`src/rtl/adc_seq_pkg.sv`:
```
package adc_seq_pkg;
  localparam int SEL_W = 3;
  localparam logic [SEL_W-1:0] SEL_SOFT = 3'd0;
  localparam logic [SEL_W-1:0] SEL_AUTO = 3'd7;

  typedef enum logic [1:0] {
    ST_IDLE = 2'd0,
    ST_ACQ  = 2'd1,
    ST_CONV = 2'd2,
    ST_WAIT = 2'd3
  } seq_state_t;
endpackage

```
`src/rtl/adc_trig_sync.sv`:
```
module adc_trig_sync #(
  parameter int NUM_EXT = 3
) (
  input  logic               clk,
  input  logic               rst,
  input  logic               tick,
  input  logic [NUM_EXT-1:0] ext_in,
  output logic [NUM_EXT-1:0] pend
);
  logic [NUM_EXT-1:0] meta_q, sync_q, prev_q, rise;

  assign rise = sync_q & ~prev_q;

  generate
    for (genvar i = 0; i < NUM_EXT; i++) begin : g_ch
      always_ff @(posedge clk) begin
        if (rst) begin
          meta_q[i] <= 1'b0;
          sync_q[i] <= 1'b0;
          prev_q[i] <= 1'b0;
          pend[i]   <= 1'b0;
        end else begin
          meta_q[i] <= ext_in[i];
          sync_q[i] <= meta_q[i];
          prev_q[i] <= sync_q[i];
          // a tick consumes the pending edge; an edge on that same cycle waits for the next tick
          pend[i]   <= tick ? rise[i] : (pend[i] | rise[i]);
        end
      end

      assert_pend_clear_R6: assert property (@(posedge clk) disable iff (rst)
        (tick && !rise[i]) |=> !pend[i]);
    end
  endgenerate
endmodule

```
`src/rtl/adc_seq_fsm.sv`:
```
module adc_seq_fsm
  import adc_seq_pkg::*;
#(
  parameter int SAMP_W      = 5,
  parameter int CONV_TICKS  = 12,
  parameter int ABORT_TICKS = 2,
  parameter int NUM_EXT     = 3
) (
  input  logic              clk,
  input  logic              rst,
  input  logic              enable,
  input  logic              samp_sw,
  input  logic [SEL_W-1:0]  trig_sel,
  input  logic [SAMP_W-1:0] auto_cnt,
  input  logic              tick,
  input  logic [NUM_EXT-1:0] pend,
  output logic              sh_q,
  output logic              cv_q,
  output logic              conv_end
);
  localparam int SAMP_MAX = (1 << SAMP_W) - 1;
  localparam int CNT_MAX  = (SAMP_MAX > CONV_TICKS) ?
                            ((SAMP_MAX > ABORT_TICKS) ? SAMP_MAX : ABORT_TICKS) :
                            ((CONV_TICKS > ABORT_TICKS) ? CONV_TICKS : ABORT_TICKS);
  localparam int CNT_W    = $clog2(CNT_MAX + 1);
  localparam logic [CNT_W-1:0] CONV_LAST = CNT_W'(CONV_TICKS - 1);
  localparam logic [CNT_W-1:0] WAIT_LAST = CNT_W'(ABORT_TICKS - 1);

  seq_state_t       state, state_d;
  logic [CNT_W-1:0] cnt, cnt_d, cnt_inc, eff;
  logic             ext_hit;

  assign cnt_inc = cnt + CNT_W'(1);
  assign eff     = (auto_cnt == '0) ? CNT_W'(1) : CNT_W'(auto_cnt);

  always_comb begin
    ext_hit = 1'b0;
    for (int i = 0; i < NUM_EXT; i++)
      if (trig_sel == SEL_W'(i + 1)) ext_hit = ext_hit | pend[i];
  end

  always_comb begin
    state_d  = state;
    cnt_d    = cnt;
    conv_end = 1'b0;
    case (state)
      ST_IDLE:
        if (enable && (trig_sel != SEL_SOFT || samp_sw)) begin
          state_d = ST_ACQ;
          cnt_d   = '0;
        end
      ST_ACQ:
        if (!enable) begin
          state_d = ST_WAIT;
          cnt_d   = '0;
        end else if (tick) begin
          if (trig_sel == SEL_AUTO) begin
            if (cnt_inc >= eff) begin
              state_d = ST_CONV;
              cnt_d   = '0;
            end else begin
              cnt_d = cnt_inc;
            end
          end else if (trig_sel == SEL_SOFT) begin
            if (!samp_sw) begin
              state_d = ST_CONV;
              cnt_d   = '0;
            end
          end else if (ext_hit) begin
            state_d = ST_CONV;
            cnt_d   = '0;
          end
        end
      ST_CONV:
        if (!enable) begin
          state_d = ST_WAIT;
          cnt_d   = '0;
        end else if (tick) begin
          if (cnt == CONV_LAST) begin
            state_d  = ST_IDLE;
            cnt_d    = '0;
            conv_end = 1'b1;
          end else begin
            cnt_d = cnt_inc;
          end
        end
      default:
        if (tick) begin
          if (cnt == WAIT_LAST) begin
            state_d = ST_IDLE;
            cnt_d   = '0;
          end else begin
            cnt_d = cnt_inc;
          end
        end
    endcase
  end

  always_ff @(posedge clk) begin
    if (rst) begin
      state <= ST_IDLE;
      cnt   <= '0;
      sh_q  <= 1'b0;
      cv_q  <= 1'b0;
    end else begin
      state <= state_d;
      cnt   <= cnt_d;
      sh_q  <= (state_d == ST_ACQ);
      cv_q  <= (state_d == ST_CONV);
    end
  end

  assert_exclusive_R11: assert property (@(posedge clk) disable iff (rst)
    !(sh_q && cv_q));
  assert_conv_on_tick_R5: assert property (@(posedge clk) disable iff (rst)
    $rose(cv_q) |-> $past(tick && sh_q));
  assert_zero_count_R4: assert property (@(posedge clk) disable iff (rst)
    (state == ST_ACQ && enable && tick && trig_sel == SEL_AUTO && auto_cnt == '0) |=> cv_q);
  assert_abort_stops_R8: assert property (@(posedge clk) disable iff (rst)
    (cv_q && !enable) |=> !cv_q);
  assert_abort_wins_R9: assert property (@(posedge clk) disable iff (rst)
    (sh_q && !enable) |=> !cv_q);
  assert_wait_holds_R10: assert property (@(posedge clk) disable iff (rst)
    (state == ST_WAIT && !tick) |=> (state == ST_WAIT));
endmodule

```
`src/rtl/adc_result_buf.sv`:
```
module adc_result_buf #(
  parameter int DATA_W = 10
) (
  input  logic              clk,
  input  logic              rst,
  input  logic              conv_end,
  input  logic [DATA_W-1:0] conv_data,
  output logic [DATA_W-1:0] result,
  output logic              done
);
  always_ff @(posedge clk) begin
    if (rst) begin
      result <= '0;
      done   <= 1'b0;
    end else begin
      done <= conv_end;
      if (conv_end) result <= conv_data;
    end
  end
endmodule

```
`src/rtl/adc_seq_top.sv`:
```
module adc_seq_top
  import adc_seq_pkg::*;
#(
  parameter int DATA_W      = 10,
  parameter int SAMP_W      = 5,
  parameter int CONV_TICKS  = 12,
  parameter int ABORT_TICKS = 2,
  parameter int NUM_EXT     = 3
) (
  input  logic               clk,
  input  logic               rst,
  input  logic               enable,
  input  logic               samp_sw,
  input  logic [SEL_W-1:0]   trig_sel,
  input  logic [SAMP_W-1:0]  auto_cnt,
  input  logic               tick,
  input  logic [NUM_EXT-1:0] ext_trig,
  input  logic [DATA_W-1:0]  conv_data,
  output logic               sample_hold,
  output logic               converting,
  output logic [DATA_W-1:0]  result,
  output logic               done
);
  logic [NUM_EXT-1:0] pend;
  logic               conv_end;

  adc_trig_sync #(.NUM_EXT(NUM_EXT)) u_sync (
    .clk(clk), .rst(rst), .tick(tick), .ext_in(ext_trig), .pend(pend)
  );

  adc_seq_fsm #(
    .SAMP_W(SAMP_W), .CONV_TICKS(CONV_TICKS),
    .ABORT_TICKS(ABORT_TICKS), .NUM_EXT(NUM_EXT)
  ) u_fsm (
    .clk(clk), .rst(rst), .enable(enable), .samp_sw(samp_sw),
    .trig_sel(trig_sel), .auto_cnt(auto_cnt), .tick(tick), .pend(pend),
    .sh_q(sample_hold), .cv_q(converting), .conv_end(conv_end)
  );

  adc_result_buf #(.DATA_W(DATA_W)) u_buf (
    .clk(clk), .rst(rst), .conv_end(conv_end), .conv_data(conv_data),
    .result(result), .done(done)
  );

  assert_done_after_conv_R5: assert property (@(posedge clk) disable iff (rst)
    done |-> $past(converting));
  assert_no_done_idle_R7: assert property (@(posedge clk) disable iff (rst)
    done |-> !converting && !sample_hold);
endmodule

```
`config.mk`:
```
export PLATFORM = sky130hd
export DESIGN_NAME = adc_seq_top
export DESIGN_NICKNAME = d
export VERILOG_FILES = /design/src/rtl/adc_seq_pkg.sv /design/src/rtl/adc_trig_sync.sv /design/src/rtl/adc_seq_fsm.sv /design/src/rtl/adc_result_buf.sv /design/src/rtl/adc_seq_top.sv
export SDC_FILE = /design/constraint.sdc
export NUM_CORES = 1
export LEC_CHECK = 0
export BUFFER_PORTS_ARGS = -buffer_cell sky130_fd_sc_hd__buf_2
export CORE_MARGIN = 5
export CORE_UTILIZATION = 57
export CTS_CLUSTER_SIZE = 16
export DETAILED_ROUTE_END_ITERATION = 8
export PLACE_DENSITY = 0.84
export SETUP_SLACK_MARGIN = 0.5
export SYNTH_ARGS = -nofsm -noshare
export SYNTH_HDL_FRONTEND = slang
export SYNTH_SLANG_ARGS = --single-unit
```
`constraint.sdc`:
```
create_clock -name clk -period 3.3 [get_ports clk]
set_input_delay 0.33 -clock clk [delete_from_list [all_inputs] [get_ports clk]]
set_output_delay 0.33 -clock clk [all_outputs]
set_load 0.03 [all_outputs]
```
### Yosys cells after proc, flatten, opt, wreduce, memory -nomap -nowiden

Index checks and enable logic that the tools add are counted.

* register bits: 32
* bits of input ports: 26
* word-level logic and storage cells: 89
* output and inout bits: 13

* eq/ne operators: 15
* bitwise gates (word level): 7
* reduce and logical (&&, ||, !) cells: 8
* multiplexer cells: 39
* add/sub/neg operators: 1
* $lt $le $gt $ge: 1

Operators with widths (number)
* 2-to-1 mux 5 bit: 14
* 2-to-1 mux 2 bit: 13
* case mux 5 bit (3 select lines): 1
* 2-to-1 mux 1 bit: 10
* equality test 3 x 2 -> 1 bit, second input constant: 2
* != test 3 bit, second input constant: 2
* case mux 2 bit (3 select lines): 1
* AND reduction 6 bit: 1
* adder 5 x 1 -> 5 bit, second input constant: 1
* equality test 5 x 1 -> 1 bit, second input constant: 1
* equality test 5 x 4 -> 1 bit, second input constant: 1
* >= comparator 5 bit: 1
* zero test 5 bit: 1
* != test 5 x 2 -> 1 bit, second input constant: 1
* != test 5 x 4 -> 1 bit, second input constant: 1
* OR 1 bit: 5
* equality test 2 x 1 -> 1 bit, second input constant: 2
* equality test 2 bit, second input constant: 2
* nonzero test 4 bit: 1
* bitwise AND 3 bit: 1
* equality test 3 x 1 -> 1 bit, second input constant: 1
* equality test 3 bit, second input constant: 1
* zero test 3 bit: 1
* inverter 3 bit: 1
* 5 further kinds: 5

### Logic depth before layout (Yosys ltp)

Gate-level depths: netlist (run 1).

* depth after elaboration: 13
* gate-level depth with buffers: 9
* gate-level depth less buffers: 9

### By module

Synthesis (run 1) repeated with hierarchy kept, for this count alone.

* cell total of the unflattened synthesis: 176
* area total of the unflattened synthesis: 1644.1 µm²

Modules (own cells, without submodules)
* adc_seq_fsm: cells an instance 111, seq. area each 180.2 µm², instances 1, area an instance 864.6 µm²
* adc_trig_sync: cells an instance 31, seq. area each 240.2 µm², instances 1, area an instance 399.1 µm²
* adc_result_buf: cells an instance 34, seq. area each 220.2 µm², instances 1, area an instance 380.4 µm²

### Worst setup path before layout (run 1)

No wires, ideal clock.

* path kind: reg2reg
* start point: reg u_fsm.cnt[0]
* end point: reg u_fsm.cnt[3]
* setup time: 0.117 ns
* path buffers: 0
* data arrival time: 2.079 ns
* data required time: 3.183 ns
* period minus slack after synthesis: 2.196 ns
* stages on the path, launching flop included: 10
* slack: 1.104 ns
* cell sequence: dfxtp_1 > ha_1 > nand3_1 > xnor2_1 > ha_1 > a21o_1 > nor2_1 > o211a_1 > o311a_4 > a32o_1

* longest elaborated chain between the ends: 7
* elaborated cells on any way between the ends: 14
* classes of those cells: 1 x add/sub; 1 x order compare; 2 x eq/ne; 10 x mux

RTL lines
* from (decl): line adc_seq_fsm.sv:30 `logic [CNT_W-1:0] cnt, cnt_d, cnt_inc, eff;`
* from (signal assigned): line adc_seq_fsm.sv:107 `cnt <= cnt_d;`
* adder 5 x 1 -> 5 bit: line adc_seq_fsm.sv:33 `assign cnt_inc = cnt + CNT_W'(1);`
* >= comparator 5 bit: line adc_seq_fsm.sv:58 `if (cnt_inc >= eff) begin`
* 2-to-1 mux 5 bit: line adc_seq_fsm.sv:58
* 2-to-1 mux 5 bit: line adc_seq_fsm.sv:57 `if (trig_sel == SEL_AUTO) begin`
* 2-to-1 mux 5 bit: line adc_seq_fsm.sv:56 `end else if (tick) begin`
* 2-to-1 mux 5 bit: line adc_seq_fsm.sv:53 `if (!enable) begin`
* case mux 5 bit (3 select lines) *: line adc_seq_fsm.sv:46 `case (state)`

Every way passes the cells marked *; elsewhere a longest branch is shown, timed or not. The select of a mux whose other input is x is not followed.
A chain may end at the register's enable or synchronous reset.

### Final worst setup path (run 1)

Same ends and word-level chain as after synthesis.

==> flow_summary.json, run 1 <==
{
  "status": "finished clean",
  "ff2ff_setup_slack_ns": 0.87,
  "cts-root-buf": "clkbuf_4",
  "synth_compound_area_share_pct": 17.4,
  "worst_pin_slew_ns": 0.508,
  "dieArea_sq_um": 4140,
  "yosys_warnings": 0,
  "clkTransAtPathRegs_ns": 0.09,
  "clock-sinks": 32,
  "drc": 0,
  "hpwl_um": 2710,
  "fin_crit_sh_pct": 73.6,
  "drive_gt1_share_pct": 25.9,
  "antennaDiodeCount": 0,
  "hold_buffers": 0,
  "fin_crit_ns": 2.43,
  "synthCells": 174,
  "ys_seq_area_share_pct": 38.0,
  "cts_tree": "done",
  "pwr-share-comb_pct": 23.5,
  "cts_setup_buffers": 0,
  "synth_xor_area_share_pct": 1.56,
  "p_int_mw": 0.588,
  "leakage_nw": 0.885,
  "power_density_nw_per_um2": 438,
  "num_io_pins": 39,
  "max-vdd-ir-drop_v": 0.000297,
  "p_sw_mw": 0.257,
  "synth_top_family_by_area": "simple AND/OR/NAND/NOR gates",
  "p_seq_share_pct": 48.9,
  "numCtsBuffers": 5,
  "synthesis.nets": 211,
  "endpoint": "u_fsm.cnt[3]",
  "drtIter0Drc": 78,
  "holdPathStages": 2,
  "yosysMostFrequentCell": "dfxtp_1",
  "setup_viol": 0,
  "cp-startpoint": "u_fsm.cnt[0]",
  "synth.top_cells.by_count": "32 x dfxtp_1, 18 x nor2_1, 12 x nand2b_1, 11 x ha_1",
  "ys_async_sr_fraction_pct": 0,
  "end_kind": "flop",
  "reg2reg_depth": 9,
  "synth_area_leader_cell": "dfxtp_1",
  "dp.cells": 235,
  "core_sq_um": 2810,
  "reg2reg_to": "u_fsm.cnt[3]",
  "synth_area_per_cell_sq_um": 9.68,
  "fmax_ghz": 0.412,
  "drt-total-wl_um": 3440,
  "synth_area_leaders": "dfxtp_1 38%, ha_1 8.2%, mux2i_1 5.9%, nand2b_1 4.5%, nor2_1 4.0%",
  "synth-simple-area-share_pct": 23.3,
  "grt_pass1_wl_um": 5990,
  "synth.ff_latch_count": 32,
  "tns_ns": 0,
  "die_w_um": 64.4,
  "via_count": 1391,
  "synth_edf_count": 0,
  "grt_usage_pct": 18.5,
  "cts_max_path_buffers": 2,
  "p_sw_share_pct": 30.4,
  "first_global_vias": 1397,
  "maxSlewHeadroom_pct": 66.1,
  "synth_top_area_share_pct": 38.0,
  "drt_first_pass_iters": 4,
  "synth_ff_type": "dfxtp_1",
  "start_kind": "flop",
  "portBuffers": 38,
  "synthMuxAreaShare_pct": 6.84,
  "htree_num_levels": 2,
  "finalNonFillerCells": 243,
  "area_delta_synth_final_pct": 14.8,
  "antenna_found_initial": 0,
  "routedWlPerCell_um": 14.2,
  "clkPwrFrac_pct": 27.6,
  "syn_area_sq_um": 1680,
  "worstPathArrival_ns": 2.67,
  "final_nets": 248,
  "gr-total-overflow": 0,
  "via_per_inst": 5.72,
  "antenna_left": 0,
  "start_util_pct": 60.0,
  "fin_skew_ns": 0.00673,
  "path_class": "reg2reg",
  "cts_repair_resize_count": 0,
  "finalHoldViolCount": 0,
  "slew_violations": 0,
  "clk_latency_ns": 0.34,
  "r2r-start": "u_fsm.cnt[0]",
  "crit_path_max_fanout": 6,
  "synthAdderAreaFrac_pct": 8.17,
  "hold_path_class": "in2reg",
  "die_h_um": 64.4,
  "synth_cell_type_count": 44,
  "crit_required_ns": 3.54,
  "maxCapViolCount": 0,
  "grt_max_degree": 32,
  "routabilityCongestion": 0.878,
  "rows": 19,
  "grt_setup_unrepaired": "no"
}
[critical path, cell delays in order, from the launching register on]
cell	delay, ns
dfxtp_1	0.43
ha_1	0.29
nand3_1	0.12
xnor2_1	0.17
ha_1	0.34
a21o_1	0.14
nor2_1	0.04
o211a_1	0.14
o311a_4	0.39
a32o_1	0.27
[power by group through the flow]
stage | clock, mW | sequential (mW) | combinational, mW
3_5_place_dp | 0 | 0.423 | 0.197
3_3_place_gp | 0 | 0.422 | 0.192
5_1_grt | 0.263 | 0.416 | 0.219
2_1_floorplan | 0 | 0.432 | 0.138
4_1_cts | 0.243 | 0.414 | 0.198
6_report | 0.233 | 0.413 | 0.199
[through the flow]
stage / cell area [sq um] / hold WS [ns] / utilization [%] / setup slack (ns) / total power, mW
2_1_floorplan: 1680 / 0.414 / - / 1.10 / 0.569
3_3_place_gp: 1870 / 0.418 / 66.7 / 1.02 / 0.615
3_5_place_dp: 1870 / 0.431 / 66.7 / 0.895 / 0.620
4_1_cts: 1930 / 0.184 / 68.9 / 0.877 / 0.855
5_1_grt: 1930 / 0.184 / 68.9 / 0.736 / 0.898
6_report: 1930 / 0.201 / 68.9 / 0.870 / 0.846
[how the worst min path moves through the flow]
stage | slack [ns] | start | endpoint
CTS | 0.18 | ext_trig[2] | u_sync.meta_q[2]
global route | 0.18 | ext_trig[2] | u_sync.meta_q[2]
floorplan | 0.41 | u_sync.meta_q[0] | u_sync.sync_q[0]
finish | 0.20 | ext_trig[2] | u_sync.meta_q[2]
global placement | 0.42 | u_sync.meta_q[0] | u_sync.sync_q[0]
detailed placement | 0.43 | u_sync.meta_q[2] | u_sync.sync_q[2]
[layout make-up]
cell class,instances,area (sq um)
multi-input combinational,124,965
fill,224,872
sequential,32,641
timing repair buffer,38,190
clock buffer,6,51.3
tap,31,38.8
inverter,10,37.5
clock inverter,2,10.0
[sequential cells by signal, summed over array words and instances, names as in the netlist]
name and count:
u_buf.result 10, u_fsm.cnt 5, u_sync.meta_q 3, u_sync.pend 3, u_sync.prev_q 3, u_sync.sync_q 3, u_fsm.state 2, u_buf.done 1
u_fsm.cv_q 1, u_fsm.sh_q 1
[layer usage]
| metal | routed length [um] | up-vias | global-route usage [%] | part of all wire [%] |
|---|---|---|---|---|
| li1 | - | 695 | - | - |
| met1 | 1410 | 649 | 19.0 | 41 |
| met2 | 1740 | 37 | 32.6 | 50 |
| met3 | 221 | 10 | 6.65 | 6.4 |
| met4 | 78 | 0 | 10.0 | 2.3 |
| met5 | 0 | - | 0 | 0 |
[layout by cell type, fill, tap and decap left out, types with 2 or more instances in the layout]
| cell | count |
|---|---|
| a21oi_1 | 5 |
| nor3_1 | 2 |
| dfxtp_1 | 32 |
| o211a_1 | 2 |
| mux2i_1 | 10 |
| o31a_1 | 2 |
| nand3_1 | 6 |
| ha_1 | 11 |
| inv_1 | 10 |
| and3_1 | 2 |
| and2_1 | 2 |
| a211o_1 | 2 |
| a32o_1 | 3 |
| buf_2 | 38 |
| a21o_1 | 2 |
| nand2_1 | 7 |
| xnor2_1 | 2 |
| nor3b_1 | 5 |
| nand2b_1 | 12 |
| clkinv_2 | 2 |
| nor2_1 | 18 |
| clkbuf_4 | 5 |
| a311oi_2 | 2 |
| nor2b_1 | 10 |
[logic make-up (layout without fill, tap and decap cells)]
group | count (synthesis) | in the layout
buffers and inverters | 18 | 56
muxes | 11 | 11
DFF | 32 | 32
AOI/OAI and AO/OA | 31 | 31
and+or+nand+nor | 68 | 68
xor gates and xnor gates | 3 | 3
adders and majority gates | 11 | 11
No activity file was read; power rests on OpenSTA's default activity.
==> inputs of run 2 (changes only) <==
--- a/config.mk
+++ b/config.mk
@@ -5,12 +5,13 @@
 export SDC_FILE = /design/constraint.sdc
 export NUM_CORES = 1
 export LEC_CHECK = 0
+export ABC_AREA = 1
 export BUFFER_PORTS_ARGS = -buffer_cell sky130_fd_sc_hd__buf_2
 export CORE_MARGIN = 5
-export CORE_UTILIZATION = 57
+export CORE_UTILIZATION = 47
 export CTS_CLUSTER_SIZE = 16
 export DETAILED_ROUTE_END_ITERATION = 8
-export PLACE_DENSITY = 0.84
+export PLACE_DENSITY = 0.74
 export SETUP_SLACK_MARGIN = 0.5
 export SYNTH_ARGS = -nofsm -noshare
 export SYNTH_HDL_FRONTEND = slang
==> constraint.sdc (replaced) <==
create_clock -name clk -period 2.18 [get_ports clk]
set_input_delay 0.218 -clock clk [delete_from_list [all_inputs] [get_ports clk]]
set_output_delay 0.218 -clock clk [all_outputs]
set_load 0.03 [all_outputs]
==> run 2 against run 1 <==
Effect of this change: routed wire length rose by 5.2%; clock-buffer cell count did not move; die area rose by 15%; cell area rose by 8.8%; sequential cell count did not move; largest power group unchanged.
==> flow_summary.json, run 2 <==
{
  "final_nets": 308,
  "max-vdd-ir-drop_v": 0.000610,
  "numCtsBuffers": 5,
  "htree_num_levels": 2,
  "num_io_pins": 39,
  "yosysMostFrequentCell": "nor2_1",
  "start_util_pct": 48.7,
  "die_h_um": 69.1,
  "first_global_vias": 1388,
  "rows": 21,
  "worst_pin_slew_ns": 0.544,
  "synth_edf_count": 0,
  "finalHoldViolCount": 0,
  "fin_area_sq_um": 2100,
  "critPathBufInv": 0,
  "via_per_inst": 4.70,
  "synth_top_area_share_pct": 39.1,
  "fmax_ghz": 0.470,
  "cts-root-buf": "clkbuf_4",
  "grt_max_degree": 21,
  "utilization_pct": 62.5,
  "antenna_left": 0,
  "status": "finished clean",
  "power_density_nw_per_um2": 863,
  "synth.top_cells.by_count": "38 x nor2_1, 36 x inv_1, 35 x nand2_1, 32 x dfxtp_1, 18 x o21ai_0",
  "clock-sinks": 32,
  "slew_violations": 0,
  "ff2ff_setup_slack_ns": 0.05,
  "dpl_cell_area_sq_um": 1890,
  "maxCapViolCount": 0,
  "synth.ff_latch_count": 32,
  "yosys_warnings": 0,
  "core_sq_um": 3360,
  "drt_first_pass_iters": 4,
  "cts_max_path_buffers": 2,
  "drt-total-wl_um": 3620,
  "pwr-share-comb_pct": 36.7,
  "largest_reg_flops": 10,
  "p_sw_mw": 0.704,
  "routabilityCongestion": 0.877,
  "leakage_nw": 1.05,
  "crit_required_ns": 2.46,
  "routedWlPerCell_um": 11.4,
  "crit_chain": "ha_4, xor2_1, ha_1, nand2_1, nor2_2, nand2_1, nand3_2, nor2_2, a21oi_2, a21oi_4, nand2_2, a21oi_2",
  "synth_ff_type": "dfxtp_1",
  "drc": 0,
  "fin_skew_ns": 0.0118,
  "synthCells": 225,
  "crit_slowest_cell": "dfxtp_4",
  "hpwl_um": 2440,
  "critPathTopFamily": "simple AND/OR/NAND/NOR gates",
  "synth_area_leaders": "dfxtp_1 39%, nor2_1 8.7%, ha_1 8.4%, inv_1 8.2%, nand2_1 8.0%",
  "drive_gt1_share_pct": 33.5,
  "crit_path_max_incr_delay_ns": 0.38,
  "dieArea_sq_um": 4770,
  "area_delta_synth_final_pct": 28.3,
  "maxSlewHeadroom_pct": 63.7,
  "mostFrequentLayoutCell": "buf_2",
  "clkPwrFrac_pct": 22.9,
  "layout_common_cells": "38 x buf_2, 35 x inv_1, 35 x nor2_1",
  "synth_cell_type_count": 27,
  "grt_pass1_wl_um": 5720,
  "antennaDiodeCount": 0,
  "path_class": "reg2reg",
  "ys_async_sr_fraction_pct": 0,
  "setup_viol": 0,
  "start_kind": "flop",
  "hold_path_class": "in2reg",
  "end_kind": "flop",
  "portBuffers": 38,
  "clk_latency_ns": 0.35,
  "ys_seq_area_share_pct": 39.1,
  "antenna_found_initial": 0,
  "syn_area_sq_um": 1640,
  "die_w_um": 69.1,
  "grt_usage_pct": 14.7,
  "worstPathArrival_ns": 2.40,
  "regMostFlops": "u_buf.result",
  "fin_crit_sh_pct": 97.5,
  "drtIter0Drc": 61,
  "p_int_mw": 1.11,
  "synth_area_per_cell_sq_um": 7.28,
  "p_sw_share_pct": 38.8,
  "largest_registers": "u_buf.result (10), u_fsm.cnt (5)",
  "via_count": 1496,
  "cts_tree": "done",
  "p_seq_share_pct": 40.4,
  "clkTransAtPathRegs_ns": 0.11,
  "gr-total-overflow": 0,
  "crit_path_max_fanout": 5,
  "fin_crit_ns": 2.13,
  "grt_setup_unrepaired": "yes",
  "synthesis.nets": 262,
  "synth_area_leader_cell": "dfxtp_1"
}
run 2: cell count changes after synthesis, sizes merged, moves of 3 or more:
cell / delta
nor2b: -10
nand2: +33
o21ai: +19
nand2b: -12
inv: +28
a32o: -3
o31ai: +3
a21oi: +7
mux2i: -10
nor3b: -6
nor2: +24
buf: -3
nand3: +8
run 2: kinds of logic after synthesis:
family | share of synthesized area, %
fa+ha+maj | 8.40
buf+inv | 10.8
simple gates | 27.3
xor+xnor | 1.60
compound gates | 12.8
flops | 39.1
run 2: worst paths after layout:
| path | from | to | depth (start not counted) |
|---|---|---|---|
| worst min register to register | u_sync.meta_q[1] | u_sync.sync_q[1] | 2 |
| worst max register to register | u_fsm.cnt[1] | u_fsm.cnt[2] | 12 |
| worst min-delay path | ext_trig[1] | u_sync.meta_q[1] | 3 |
| worst max-delay path | u_fsm.cnt[1] | u_fsm.cnt[2] | 12 |
run 2: cell type report:
| cell class | count | area (sq um) |
|---|---|---|
| fill | 321 | 1260 |
| timing repair buffer | 44 | 243 |
| tap | 46 | 57.6 |
| multi-input combinational | 150 | 936 |
| sequential | 32 | 649 |
| clock buffer | 6 | 62.6 |
| inverter | 38 | 143 |
| clock inverter | 2 | 12.5 |
run 2: power by group through the flow:
stage	sequential, mW	combinational [mW]	clock (mW)
final	0.733	0.666	0.416
after global routing	0.746	0.749	0.444
after global placement	0.739	0.520	0
after CTS	0.721	0.581	0.422
after detailed placement	0.742	0.526	0
after floorplan	0.747	0.391	0
run 2: metal layers:
metal	wire length (um)	GRT usage (%)	vias up	part of all wire, %
met5	0	0	-	0
met2	1620	22.5	46	45
li1	-	-	790	-
met1	1690	17.9	655	47
met4	63	7.16	0	1.7
met3	247	6.10	5	6.8
run 2: tightest hold or removal path, stage by stage:
cell	delay [ns]
buf_2	0.09
inv_1	0.04
nor2_1	0.03
run 2: repair_timing:
action	CTS	global route
resized for setup	4	19
hold buffers	0	0
endpoints found under the setup margin	9	19
buffers inserted	4	1
pin swaps	3	14
hold endpoints to repair	0	0
run 2: metrics by stage:
stage	power (mW)	hold slack, ns	setup slack (ns)	instances	TNS, ns
after CTS	1.72	0.0629	0.148	317	0
after floorplan	1.14	0.318	0.351	225	0
final	1.81	0.0696	0.0544	318	0
after detailed placement	1.27	0.394	0.122	305	0
after global placement	1.26	0.389	0.167	305	0
after global routing	1.94	0.0593	-0.0705	318	-0.323
==> inputs of run 3 (changes only) <==
==> constraint.sdc (replaced) <==
create_clock -name clk -period 2.18 [get_ports clk]
set_input_delay 0.109 -clock clk [delete_from_list [all_inputs] [get_ports clk]]
set_output_delay 0.109 -clock clk [all_outputs]
set_load 0.03 [all_outputs]
==> run 3 against run 2 <==
Effect of this change: clock skew down 0.0035 ns; first-iteration DRC count up 13%; register-to-register slack about the same; worst hold slack better by 0.0096 ns; sequential power about the same; via count up 4.9%.
==> flow_summary.json, run 3 (synthesis results as in run 2) <==
{
  "status": "finished clean",
  "drc": 0,
  "largest_registers": "u_buf.result (10), u_fsm.cnt (5)",
  "fin_crit_ns": 2.12,
  "dp.cells": 305,
  "end_kind": "flop",
  "drt_first_pass_iters": 4,
  "cts-root-buf": "clkbuf_4",
  "slew_violations": 0,
  "hpwl_um": 2440,
  "crit_required_ns": 2.46,
  "crit_path_max_fanout": 5,
  "htree_num_levels": 2,
  "core_sq_um": 3360,
  "start_util_pct": 48.7,
  "die_w_um": 69.1,
  "drive_gt1_share_pct": 32.3,
  "layout_common_cells": "38 x buf_2, 35 x inv_1, 35 x nor2_1",
  "utilization_pct": 66.6,
  "maxCapViolCount": 0,
  "clock-sinks": 32,
  "maxSlewHeadroom_pct": 62.4,
  "start_kind": "flop",
  "finalHoldViolCount": 0,
  "antennaDiodeCount": 0,
  "fin_area_sq_um": 2240,
  "cts_max_path_buffers": 2,
  "fillers": 292,
  "clk_latency_ns": 0.35,
  "rows": 21,
  "fin_total_pwr_mw": 1.83,
  "via_count": 1570,
  "holdWs_ns": 0.0792,
  "leakage_nw": 1.11,
  "grt_pass1_wl_um": 6350,
  "grt_usage_pct": 16.5,
  "clkTransAtPathRegs_ns": 0.11,
  "portBuffers": 38,
  "dpl_cell_area_sq_um": 1890,
  "post-place-ws_ns": 0.122,
  "hold_path_class": "in2reg",
  "fmax_ghz": 0.471,
  "num_io_pins": 39,
  "fin_skew_ns": 0.00830,
  "setup_viol": 0,
  "grt_max_degree": 21,
  "crit_path_max_incr_delay_ns": 0.38,
  "fin_crit_sh_pct": 97.3,
  "area_delta_synth_final_pct": 36.6,
  "worstPathArrival_ns": 2.40,
  "via_per_inst": 4.74,
  "first_global_vias": 1490,
  "final_nets": 321,
  "dieArea_sq_um": 4770,
  "path_class": "reg2reg",
  "crit_chain": "ha_4, xor2_1, ha_1, nand2_1, nor2_2, nand2_1, nand3_2, nor2_2, a21oi_2, a21oi_4, nand2_2, a21oi_2",
  "max-vdd-ir-drop_v": 0.000597,
  "tns_ns": 0,
  "drtIter0Drc": 69,
  "largest_reg_flops": 10,
  "regMostFlops": "u_buf.result",
  "finalNonFillerCells": 331,
  "antenna_found_initial": 0,
  "die_h_um": 69.1,
  "crit_slowest_cell": "dfxtp_4",
  "cts_tree": "done",
  "numCtsBuffers": 5,
  "power_density_nw_per_um2": 819,
  "layout_setup_ws_ns": 0.0579,
  "gr-total-overflow": 0,
  "antenna_left": 0,
  "mostFrequentLayoutCell": "buf_2",
  "drt-total-wl_um": 4040,
  "routabilityCongestion": 0.877,
  "grt_setup_unrepaired": "yes",
  "worst_pin_slew_ns": 0.564,
  "routedWlPerCell_um": 12.2
}
[run 3: changes by cell type in the layout (fill, tap and decap cells not counted)]
| cell | delta |
|---|---|
| nand3_1 | -1 |
| dlygate4sd3_1 | +13 |
| nand3_2 | +1 |
[run 3: final timing paths]
kind                     from               end  slack, ns  cells past startpoint
min                       rst  u_sync.meta_q[2]       0.08                      2
max              u_fsm.cnt[1]      u_fsm.cnt[2]       0.06                     12
min reg2reg  u_sync.meta_q[0]  u_sync.sync_q[0]       0.41                      2
max reg2reg      u_fsm.cnt[1]      u_fsm.cnt[2]       0.06                     12
[run 3: per-layer routing]
metal | routed length, um | track usage, %
met2 | 1950 | 26.9
met1 | 1760 | 19.1
met3 | 260 | 6.54
met5 | 0 | 0
met4 | 66 | 6.94
[run 3: area by class of cell]
class	count	area (sq um)	area share, %
clock buffer	6	62.6	2.79
clock inverter	2	12.5	0.559
inverter	38	143	6.37
multi-input combinational	150	941	42.0
sequential	32	649	29.0
tap	46	57.6	2.57
timing repair buffer	57	373	16.7
[run 3: critical path, delay by kind of cell (launching register included)]
family                   cells  cell delay [ns]
AND/OR/NAND/NOR              6             0.48
adder cells (fa/ha/maj)      2             0.47
AO/OA/AOI/OAI                3             0.43
flip-flops                   1             0.38
XOR/XNOR                     1             0.29
[run 3: report_power, final]
| group | switching (mW) | total, mW | internal (mW) | leakage (nW) |
|---|---|---|---|---|
| clock network | 0.221 | 0.414 | 0.193 | 0.0394 |
| logic | 0.410 | 0.686 | 0.276 | 0.805 |
| registers | 0.0754 | 0.733 | 0.657 | 0.263 |
| total | 0.706 | 1.83 | 1.13 | 1.11 |
[run 3: repair_timing]
action / in CTS / in global routing
hold buffers: 13 / 0
gates resized for setup: 4 / 20
hold endpoints to repair: 13 / 0
endpoints found under the setup margin: 9 / 19
pin swaps: 3 / 15
buffers inserted: 4 / 1
